File: src/rtl/acc_flag_pkg.sv
package acc_flag_pkg;

    // number of accumulators tracked
    localparam int NUM_ACC = 2;

    // software write field positions
    localparam int SW_FRAC_LSB   = 0;
    localparam int SW_STICKY_LSB = NUM_ACC;
    localparam int SW_W          = 2 * NUM_ACC;

    typedef enum logic {
        LIVE_IN  = 1'b0,
        LIVE_OUT = 1'b1
    } live_state_t;

    typedef enum logic {
        STK_CLEAR = 1'b0,
        STK_HELD  = 1'b1
    } stk_state_t;

endpackage

File: src/rtl/acc_guard_chk.sv
module acc_guard_chk #(
    parameter int ACC_W  = 72,
    parameter int FRAC_W = 32
) (
    input  logic [ACC_W-1:0] value,
    output logic             out_of_range
);
    // guard span: sign bit down to the fractional sign position
    localparam int GUARD_LSB = FRAC_W - 1;
    localparam int GUARD_W   = ACC_W - GUARD_LSB;

    logic [GUARD_W-1:0] guard;

    always_comb begin
        guard        = value[ACC_W-1:GUARD_LSB];
        out_of_range = !((&guard) || !(|guard));
    end

endmodule

File: src/rtl/acc_flag_slice.sv
module acc_flag_slice
    import acc_flag_pkg::*;
#(
    parameter int ACC_W  = 72,
    parameter int FRAC_W = 32
) (
    input  logic             clk,
    input  logic             rst_n,
    input  logic             acc_wr,
    input  logic [ACC_W-1:0] acc_val,
    input  logic             sat_evt,
    input  logic             ovf_evt,
    input  logic             sat_en,
    input  logic             sw_wr,
    input  logic             sw_frac,
    input  logic             sw_sticky,
    output logic             frac_flag,
    output logic             sticky_flag
);

    live_state_t live_q, live_d;
    stk_state_t  stk_q,  stk_d;
    logic        oor;
    logic        hw_set;

    acc_guard_chk #(.ACC_W(ACC_W), .FRAC_W(FRAC_W)) u_guard (
        .value        (acc_val),
        .out_of_range (oor)
    );

    assign hw_set = acc_wr && (sat_evt || (ovf_evt && !sat_en));

    // state registers
    always_ff @(posedge clk) begin
        if (!rst_n) begin
            live_q <= LIVE_IN;
            stk_q  <= STK_CLEAR;
        end else begin
            live_q <= live_d;
            stk_q  <= stk_d;
        end
    end

    // range machine: accumulator write has priority over software
    always_comb begin
        live_d = live_q;
        unique case (live_q)
            LIVE_IN: begin
                // T_RANGE_EXIT
                if ((acc_wr && oor) || (!acc_wr && sw_wr && sw_frac))
                    live_d = LIVE_OUT;
            end
            LIVE_OUT: begin
                // T_RANGE_ENTER
                if ((acc_wr && !oor) || (!acc_wr && sw_wr && !sw_frac))
                    live_d = LIVE_IN;
            end
        endcase
    end

    // sticky machine: hardware set beats software clear
    always_comb begin
        stk_d = stk_q;
        unique case (stk_q)
            STK_CLEAR: begin
                if (hw_set)                 stk_d = STK_HELD;  // T_SET_HW
                else if (sw_wr && sw_sticky) stk_d = STK_HELD; // T_SET_SW
            end
            STK_HELD: begin
                if (!hw_set && sw_wr && !sw_sticky)
                    stk_d = STK_CLEAR;                         // T_CLR_SW
            end
        endcase
    end

    // outputs
    always_comb begin
        frac_flag   = (live_q == LIVE_OUT);
        sticky_flag = (stk_q == STK_HELD);
    end

    // range flag follows the guard test after an accumulator write
    p_live_update_r2: assert property (@(posedge clk) disable iff (!rst_n)
        acc_wr |=> (frac_flag == $past(oor)));

    // range flag holds when nothing writes it
    p_live_hold_r3: assert property (@(posedge clk) disable iff (!rst_n)
        (!acc_wr && !sw_wr) |=> $stable(frac_flag));

    // a hardware event always leaves the sticky flag set
    p_hw_wins_r8: assert property (@(posedge clk) disable iff (!rst_n)
        (acc_wr && (sat_evt || (ovf_evt && !sat_en))) |=> sticky_flag);

    // a held sticky flag only falls on a software clear
    p_sticky_hold_r6: assert property (@(posedge clk) disable iff (!rst_n)
        (sticky_flag && !(sw_wr && !sw_sticky)) |=> sticky_flag);

    // sign overflow alone under saturation mode does not raise the flag
    p_ovf_masked_r5: assert property (@(posedge clk) disable iff (!rst_n)
        (!sticky_flag && acc_wr && ovf_evt && sat_en && !sat_evt && !sw_wr)
        |=> !sticky_flag);

endmodule

File: src/rtl/acc_status_flags.sv
module acc_status_flags
    import acc_flag_pkg::*;
#(
    parameter int ACC_W  = 72,
    parameter int FRAC_W = 32
) (
    input  logic             clk,
    input  logic             rst_n,
    input  logic             acc_a_wr,
    input  logic [ACC_W-1:0] acc_a_val,
    input  logic             acc_a_sat,
    input  logic             acc_a_ovf,
    input  logic             acc_a_sat_en,
    input  logic             acc_b_wr,
    input  logic [ACC_W-1:0] acc_b_val,
    input  logic             acc_b_sat,
    input  logic             acc_b_ovf,
    input  logic             acc_b_sat_en,
    input  logic             sw_wr,
    input  logic [3:0]       sw_wdata,
    output logic             frac_a,
    output logic             frac_b,
    output logic             sticky_a,
    output logic             sticky_b,
    output logic             frac_any,
    output logic             sticky_any
);

    logic             wr_v   [NUM_ACC];
    logic [ACC_W-1:0] val_v  [NUM_ACC];
    logic             sat_v  [NUM_ACC];
    logic             ovf_v  [NUM_ACC];
    logic             sen_v  [NUM_ACC];
    logic [NUM_ACC-1:0] frac_vec;
    logic [NUM_ACC-1:0] stk_vec;
    logic [SW_W-1:0]    wdata;

    assign wdata = sw_wdata;

    assign wr_v[0]  = acc_a_wr;
    assign val_v[0] = acc_a_val;
    assign sat_v[0] = acc_a_sat;
    assign ovf_v[0] = acc_a_ovf;
    assign sen_v[0] = acc_a_sat_en;
    assign wr_v[1]  = acc_b_wr;
    assign val_v[1] = acc_b_val;
    assign sat_v[1] = acc_b_sat;
    assign ovf_v[1] = acc_b_ovf;
    assign sen_v[1] = acc_b_sat_en;

    for (genvar g = 0; g < NUM_ACC; g++) begin : g_acc
        acc_flag_slice #(.ACC_W(ACC_W), .FRAC_W(FRAC_W)) u_slice (
            .clk         (clk),
            .rst_n       (rst_n),
            .acc_wr      (wr_v[g]),
            .acc_val     (val_v[g]),
            .sat_evt     (sat_v[g]),
            .ovf_evt     (ovf_v[g]),
            .sat_en      (sen_v[g]),
            .sw_wr       (sw_wr),
            .sw_frac     (wdata[SW_FRAC_LSB + g]),
            .sw_sticky   (wdata[SW_STICKY_LSB + g]),
            .frac_flag   (frac_vec[g]),
            .sticky_flag (stk_vec[g])
        );
    end

    always_comb begin
        frac_a     = frac_vec[0];
        frac_b     = frac_vec[1];
        sticky_a   = stk_vec[0];
        sticky_b   = stk_vec[1];
        frac_any   = |frac_vec;
        sticky_any = |stk_vec;
    end

    // nothing is flagged in the first cycle after reset
    p_reset_clear_r1: assert property (@(posedge clk)
        !rst_n |=> !(frac_any || sticky_any));

endmodule

File: config.mk
export PLATFORM = sky130hd
export DESIGN_NAME = acc_status_flags
export DESIGN_NICKNAME = d
export VERILOG_FILES = /design/src/rtl/acc_flag_pkg.sv /design/src/rtl/acc_guard_chk.sv /design/src/rtl/acc_flag_slice.sv /design/src/rtl/acc_status_flags.sv
export SDC_FILE = /design/constraint.sdc
export NUM_CORES = 1
export LEC_CHECK = 0
export BUFFER_PORTS_ARGS = -buffer_cell sky130_fd_sc_hd__buf_4
export CAP_MARGIN = 20
export CORE_AREA = 2 2 63 65
export DETAILED_ROUTE_END_ITERATION = 16
export DIE_AREA = 0 0 65 67
export HOLD_SLACK_MARGIN = 0.15
export PLACE_DENSITY_LB_ADDON = 0.25
export SYNTH_ARGS = -nofsm -noshare
export SYNTH_HDL_FRONTEND = slang
export SYNTH_SLANG_ARGS = --single-unit
File: constraint.sdc
create_clock -name clk -period 1.46 [get_ports clk]
set_clock_uncertainty 0.15 [all_clocks]
set_input_delay 0.365 -clock clk [delete_from_list [all_inputs] [get_ports clk]]
set_output_delay 0.365 -clock clk [all_outputs]
set_load 0.01 [all_outputs]
==> results of run 1 <==
-- final cells by class --
cell class | instances | area share [%]
timing repair buffer | 104 | 53.8
sequential | 4 | 5.51
tap | 48 | 4.01
multi-input combinational | 74 | 33.9
clock buffer | 3 | 2.75
-- logic make-up after synthesis --
family | count (synthesis) | share of synthesized area [%]
simple gates | 62 | 69.5
compound gates | 8 | 8.85
mux | 4 | 7.52
flops | 4 | 14.2
-- worst max-delay path: cells and delay by family --
| kind | cells | cell delay [ps] |
|---|---|---|
| AO/OA/AOI/OAI | 1 | 100 |
| AND/OR/NAND/NOR | 3 | 870 |
| buffers and inverters | 1 | 70 |
-- timing repair --
action / in CTS / in global routing
pin swaps: 0 / 5
gates resized for setup: 6 / 8
setup endpoints to repair: 2 / 1
-- power by group --
part / switching, W / internal, W
Sequential: 0.00000711 / 0.000120
Clock: 0.0000603 / 0.000176
Combinational: 0.000105 / 0.000226
Total: 0.000172 / 0.000522
-- cell usage after synthesis --
cell,n
nand4_1,24
mux2_2,2
nand2_1,2
nor4b_1,2
nor3_1,2
a21boi_0,2
nor4_2,2
o21ai_0,4
nor2_1,2
or2_2,2
nand3_1,2
dfxtp_1,4
nor2b_1,2
nor4_1,20
or4_1,2
a211oi_1,2
mux2i_1,2
-- state kept, by name, indices dropped and copies added (netlist names) --
signal / flops
g_acc.u_slice.sticky_flag: 2
g_acc.u_slice.frac_flag: 2
-- how the worst min path moves through the flow --
stage	cells after the start	slack (ps)	end
floorplan	2	360	g_acc[0].u_slice.frac_flag
global placement	2	410	g_acc[1].u_slice.sticky_flag
detailed placement	2	410	g_acc[1].u_slice.sticky_flag
CTS	2	290	g_acc[0].u_slice.sticky_flag
global route	2	280	g_acc[0].u_slice.sticky_flag
finish	2	300	g_acc[0].u_slice.sticky_flag
-- per-layer routing --
metal,up-vias,global-route usage [%],routed length (µm)
met5,-,0,0
li1,569,-,-
met3,0,8.28,619
met2,91,24.1,1370
met1,512,13.2,988
met4,0,1.60,0
-- stage by stage --
| step | hold slack [ps] | worst slack, ps | area (µm²) | util (%) |
|---|---|---|---|---|
| 6_report | 295 | -6.21 | 1500 | 41.6 |
| 5_1_grt | 283 | -64.8 | 1500 | 41.6 |
| 4_1_cts | 286 | -1.17 | 1460 | 40.6 |
| 3_5_place_dp | 415 | -213 | 1410 | 39.0 |
| 3_3_place_gp | 411 | -211 | 1410 | 39.0 |
| 2_1_floorplan | 365 | 0.301 | 566 | - |
==> out/summary.txt, run 1 <==
Initial Util = 15.7%
fin. max-slew vios = 0
crit end category = register
clk slew on worst S/H paths = 30 ps
initial DRC count = 25
Rel. slew slack = 77.5%
gr usage total = 13.3%
Yosys warnings = 0
initial antenna violation count = 0
max_cap viols = 0
first-pass GRT wire length = 4510 µm
fraction of layout cells with a size suffix above 1 = 63.2%
Total Power = 0.000694 W
Worst Setup EP = g_acc[0].u_slice.frac_flag
RSZ-0062 raised after global routing = yes
hold path startpoint = rst_n
Synth cell types = 17
Reg area = 82.6 µm²
DRT Pass-1 Iters = 4
Net count, final = 346
Detail Route Antenna Nets = 0
Core Rows = 22
DRC violations left = 0
WL final = 2970 µm
most common cell after layout, fill and taps aside = buf_4
Top Ports = 165
vias in the first global route = 1113
Area growth syn-to-layout = 165%
CTS Sinks = 4
die area = 4360 µm²
DR WL/cell = 12.8 µm
mapped cell area = 566 µm²
R2R setup slack = 360 ps
r2r endpoint = g_acc[0].u_slice.frac_flag
Hold WC Path Type = input port to register
Vias = 1172
CP Cell Sequence = buf_6 > nand4_1 > or4_4 > nor4_4 > a211oi_2
post-synth net total = 237
FF-to-FF path depth = 3
total CTS buffers = 3
via density per instance = 5.03
GP Congestion = 0.644
clk_lat worst skew = 220 ps
CTS tree = done
Post-CTS Setup Bufs = 0
CP max FO = 2
hold_buf cts = 0
worst vdd ir = 0.000287 V
CORE AREA = 3610 µm²
Multi-input gate area = 508 µm²
critical path's slowest cell = or4_4
failing checks = negative setup slack
CP max stage delay = 550 ps
Power Density = 463 nW/µm²
# setup viols final = 1
dpl hpwl = 2680 µm
Hold Vio Cnt, Final = 0
Critical Path RT = 1400 ps
Synth area leaders = nand4_1, nor4_1, dfxtp_1
LEAKAGE = 0.655 nW
final worst slack = -6.21 ps
Die Width = 65 µm
Finished Layout Cells = 233
CTS H-Tree Depth = 1
layout filler cell count = 380
Mapped Cells = 78
highest clock rate = 682 MHz
total negative slack = -6.21 ps
Seq/Total Area, Yosys = 14.2%
Inst Count DP = 230
Yosys top cell by area = nand4_1
minimum clock period = 1470 ps
commonest cells after routing, fill and taps aside = buf_4, nand4_1, nor4_1
Worst Tran Pin Value = 334 ps
gr ovfl total = 0
synthesized flop and latch total = 4
top-area cell type share of the netlist area = 26.5%
Max clock buf depth = 2
syn_area_per_cell = 7.25 µm²
crit start category = input port
IO Port Bufs = 102
WP data arrival = 1410 ps
critical path class = input port to register
clock root cell = clkbuf_8
run status = complete, but fails checks
Worst Setup SP = acc_a_wr
Die H = 67 µm
largest net degree at the start of global routing = 5
Final Cycle Share = 100%
R2R Path Start = g_acc[0].u_slice.frac_flag
antenna cells = 0
Note: power is estimated with default switching activity, not from simulation.
==> run 2, diff against run 1 <==
--- a/config.mk
+++ b/config.mk
@@ -8,6 +8,7 @@
 export BUFFER_PORTS_ARGS = -buffer_cell sky130_fd_sc_hd__buf_4
 export CAP_MARGIN = 20
 export CORE_AREA = 2 2 63 65
+export CTS_BUF_LIST = sky130_fd_sc_hd__clkbuf_16
 export DETAILED_ROUTE_END_ITERATION = 16
 export DIE_AREA = 0 0 65 67
 export HOLD_SLACK_MARGIN = 0.15
==> run 2 against run 1 <==
The flow still finishes with violations (negative setup slack). Final cell count unchanged. Clock power increased by 82%. Utilization rose by 0.94 points. Die area is the same. Wire length rose by 0.24%. Flip-flop and latch count unchanged. Cell area up 2.3%. Sequential share of layout area is 0.12 points lower. Critical path type unchanged.
==> out/summary.txt, run 2 (synthesized netlist as in run 1, its figures left out) <==
run status = complete, but fails checks
failing checks = negative setup slack
minimum clock period = 1460 ps (-6.19 ps)
largest net degree at the start of global routing = 5 (unchanged)
CORE AREA = 3610 µm² (unchanged)
dpl hpwl = 2680 µm (unchanged)
final worst slack = -0.0178 ps (+6.19 ps)
switching share of power = 21.6% (-3.3 points)
Design Area, Final = 1530 µm² (+2.3%)
CTS tree = done
worst vdd ir = 0.000416 V (+45%)
# setup viols final = 1 (unchanged)
critical path's slowest cell = or4_4
Worst Tran Pin Value = 334 ps (unchanged)
WL final = 2980 µm (+0.24%)
critical path class = input port to register
first-pass GRT wire length = 4520 µm (+0.31%)
Area growth syn-to-layout = 171%
crit start category = input port
Post-CTS Setup Bufs = 0 (unchanged)
Critical Path RT = 1410 ps (about the same)
Finished Layout Cells = 233 (unchanged)
Top Ports = 165 (unchanged)
RSZ-0062 raised after global routing = yes
CP Cell Sequence = buf_6 > nand4_1 > or4_4 > nor4_4 > a211oi_2
Core Rows = 22 (unchanged)
clk slew on worst S/H paths = 30 ps (about the same)
clk_lat worst skew = 220 ps (about the same)
clock root cell = clkbuf_16
max_cap viols = 0 (unchanged)
crit end category = register
CTS H-Tree Depth = 1 (unchanged)
most common cell after layout, fill and taps aside = buf_4
gr usage total = 13.4% (+0.14 points)
gr ovfl total = 0 (unchanged)
fin. max-slew vios = 0 (unchanged)
Setup WS pre-CTS = -213 ps (unchanged)
Seq pwr share = 14.3% (-4.0 points)
Initial Util = 15.7% (unchanged)
Final Cycle Share = 100% (-0.42 points)
initial antenna violation count = 0 (unchanged)
commonest cells after routing, fill and taps aside = buf_4, nand4_1, nor4_1
Die H = 67 µm (unchanged)
Hold Vio Cnt, Final = 0 (unchanged)
fraction of layout cells with a size suffix above 1 = 63.2% (unchanged)
CP max FO = 2 (unchanged)
Detail Route Antenna Nets = 0 (unchanged)
initial DRC count = 27 (+8.0%)
via density per instance = 5.03 (about the same)
CP max stage delay = 550 ps (about the same)
Placed Area = 1410 µm² (unchanged)
Int Power = 0.000696 W (+33%)
IO Port Bufs = 102 (unchanged)
P_sw = 0.000191 W (+11%)
GP Congestion = 0.644 (unchanged)
DRC violations left = 0 (unchanged)
DRT Pass-1 Iters = 4 (unchanged)
Inst Count DP = 230 (unchanged)
CTS Sinks = 4 (unchanged)
Max clock buf depth = 2 (unchanged)
die area = 4360 µm² (unchanged)
WP data arrival = 1410 ps (about the same)
Total Power = 0.000887 W (+28%)
Power Density = 579 nW/µm² (+25%)
Net count, final = 346 (unchanged)
Rel. slew slack = 77.5% (unchanged)
LEAKAGE = 0.670 nW (+2.4%)
Vias = 1173 (+0.085%)
DR WL/cell = 12.8 µm (+0.24%)
Comb power frac = 37.2% (-10 points)
Hold WC Path Type = input port to register
vias in the first global route = 1113 (unchanged)
clock share of power = 48.4% (+14 points)
antenna cells = 0 (unchanged)
Die Width = 65 µm (unchanged)
highest clock rate = 685 MHz (+0.42%)
total CTS buffers = 3 (unchanged)
[run 2: routing by layer]
| layer | up-vias | global-route usage, % | routed length (µm) |
|---|---|---|---|
| li1 | 569 | - | - |
| met3 | 2 | 8.28 | 622 |
| met1 | 511 | 13.2 | 980 |
| met2 | 91 | 24.2 | 1370 |
| met4 | 0 | 2.39 | 10 |
| met5 | - | 0 | 0 |
[run 2: path summary, 6_finish.rpt]
| path | slack, ps | depth (start not counted) | startpoint | endpoint |
|---|---|---|---|---|
| min reg2reg | 410 | 2 | g_acc[1].u_slice.sticky_flag | g_acc[1].u_slice.sticky_flag |
| max reg2reg | 360 | 3 | g_acc[0].u_slice.frac_flag | g_acc[0].u_slice.frac_flag |
| min | 290 | 2 | rst_n | g_acc[1].u_slice.sticky_flag |
| max | -0.02 | 5 | acc_a_wr | g_acc[0].u_slice.frac_flag |
[run 2: power by group through the flow]
stage                     combinational [W]  clock (W)  sequential [W]
after floorplan                   0.0000486          0        0.000130
after global placement             0.000309          0        0.000127
after detailed placement           0.000316          0        0.000128
after CTS                          0.000325   0.000443        0.000128
after global routing               0.000360   0.000451        0.000129
final                              0.000330   0.000430        0.000127
[run 2: layout make-up]
| class | count | area [µm²] |
|---|---|---|
| clock buffers | 3 | 75.1 |
| fillers | 375 | 2070 |
| multi-input cells | 74 | 508 |
| flip-flops and latches | 4 | 82.6 |
| well taps | 48 | 60.1 |
| repair buffers | 104 | 807 |
[run 2: timing repair]
action / 4_1_cts / 5_1_grt
gates resized for setup: 6 / 8
hold buffers: 0 / 0
endpoints found under the setup margin: 2 / 1
hold endpoints to repair: 0 / 0
pin swaps: 0 / 5
[run 2: worst max-delay path: cells and delay by family]
kind            cells  cell delay [ps]
simple gates        3              870
compound gates      1              100
buf+inv             1               70
[run 2: stage by stage]
step | TNS (ps) | hold WS [ps] | util, %
floorplan | 0 | 365 | -
global placement | -394 | 411 | 39.0
detailed placement | -379 | 415 | 39.0
CTS | 0 | 280 | 41.5
global route | -62.2 | 281 | 42.5
finish | -0.0178 | 288 | 42.5
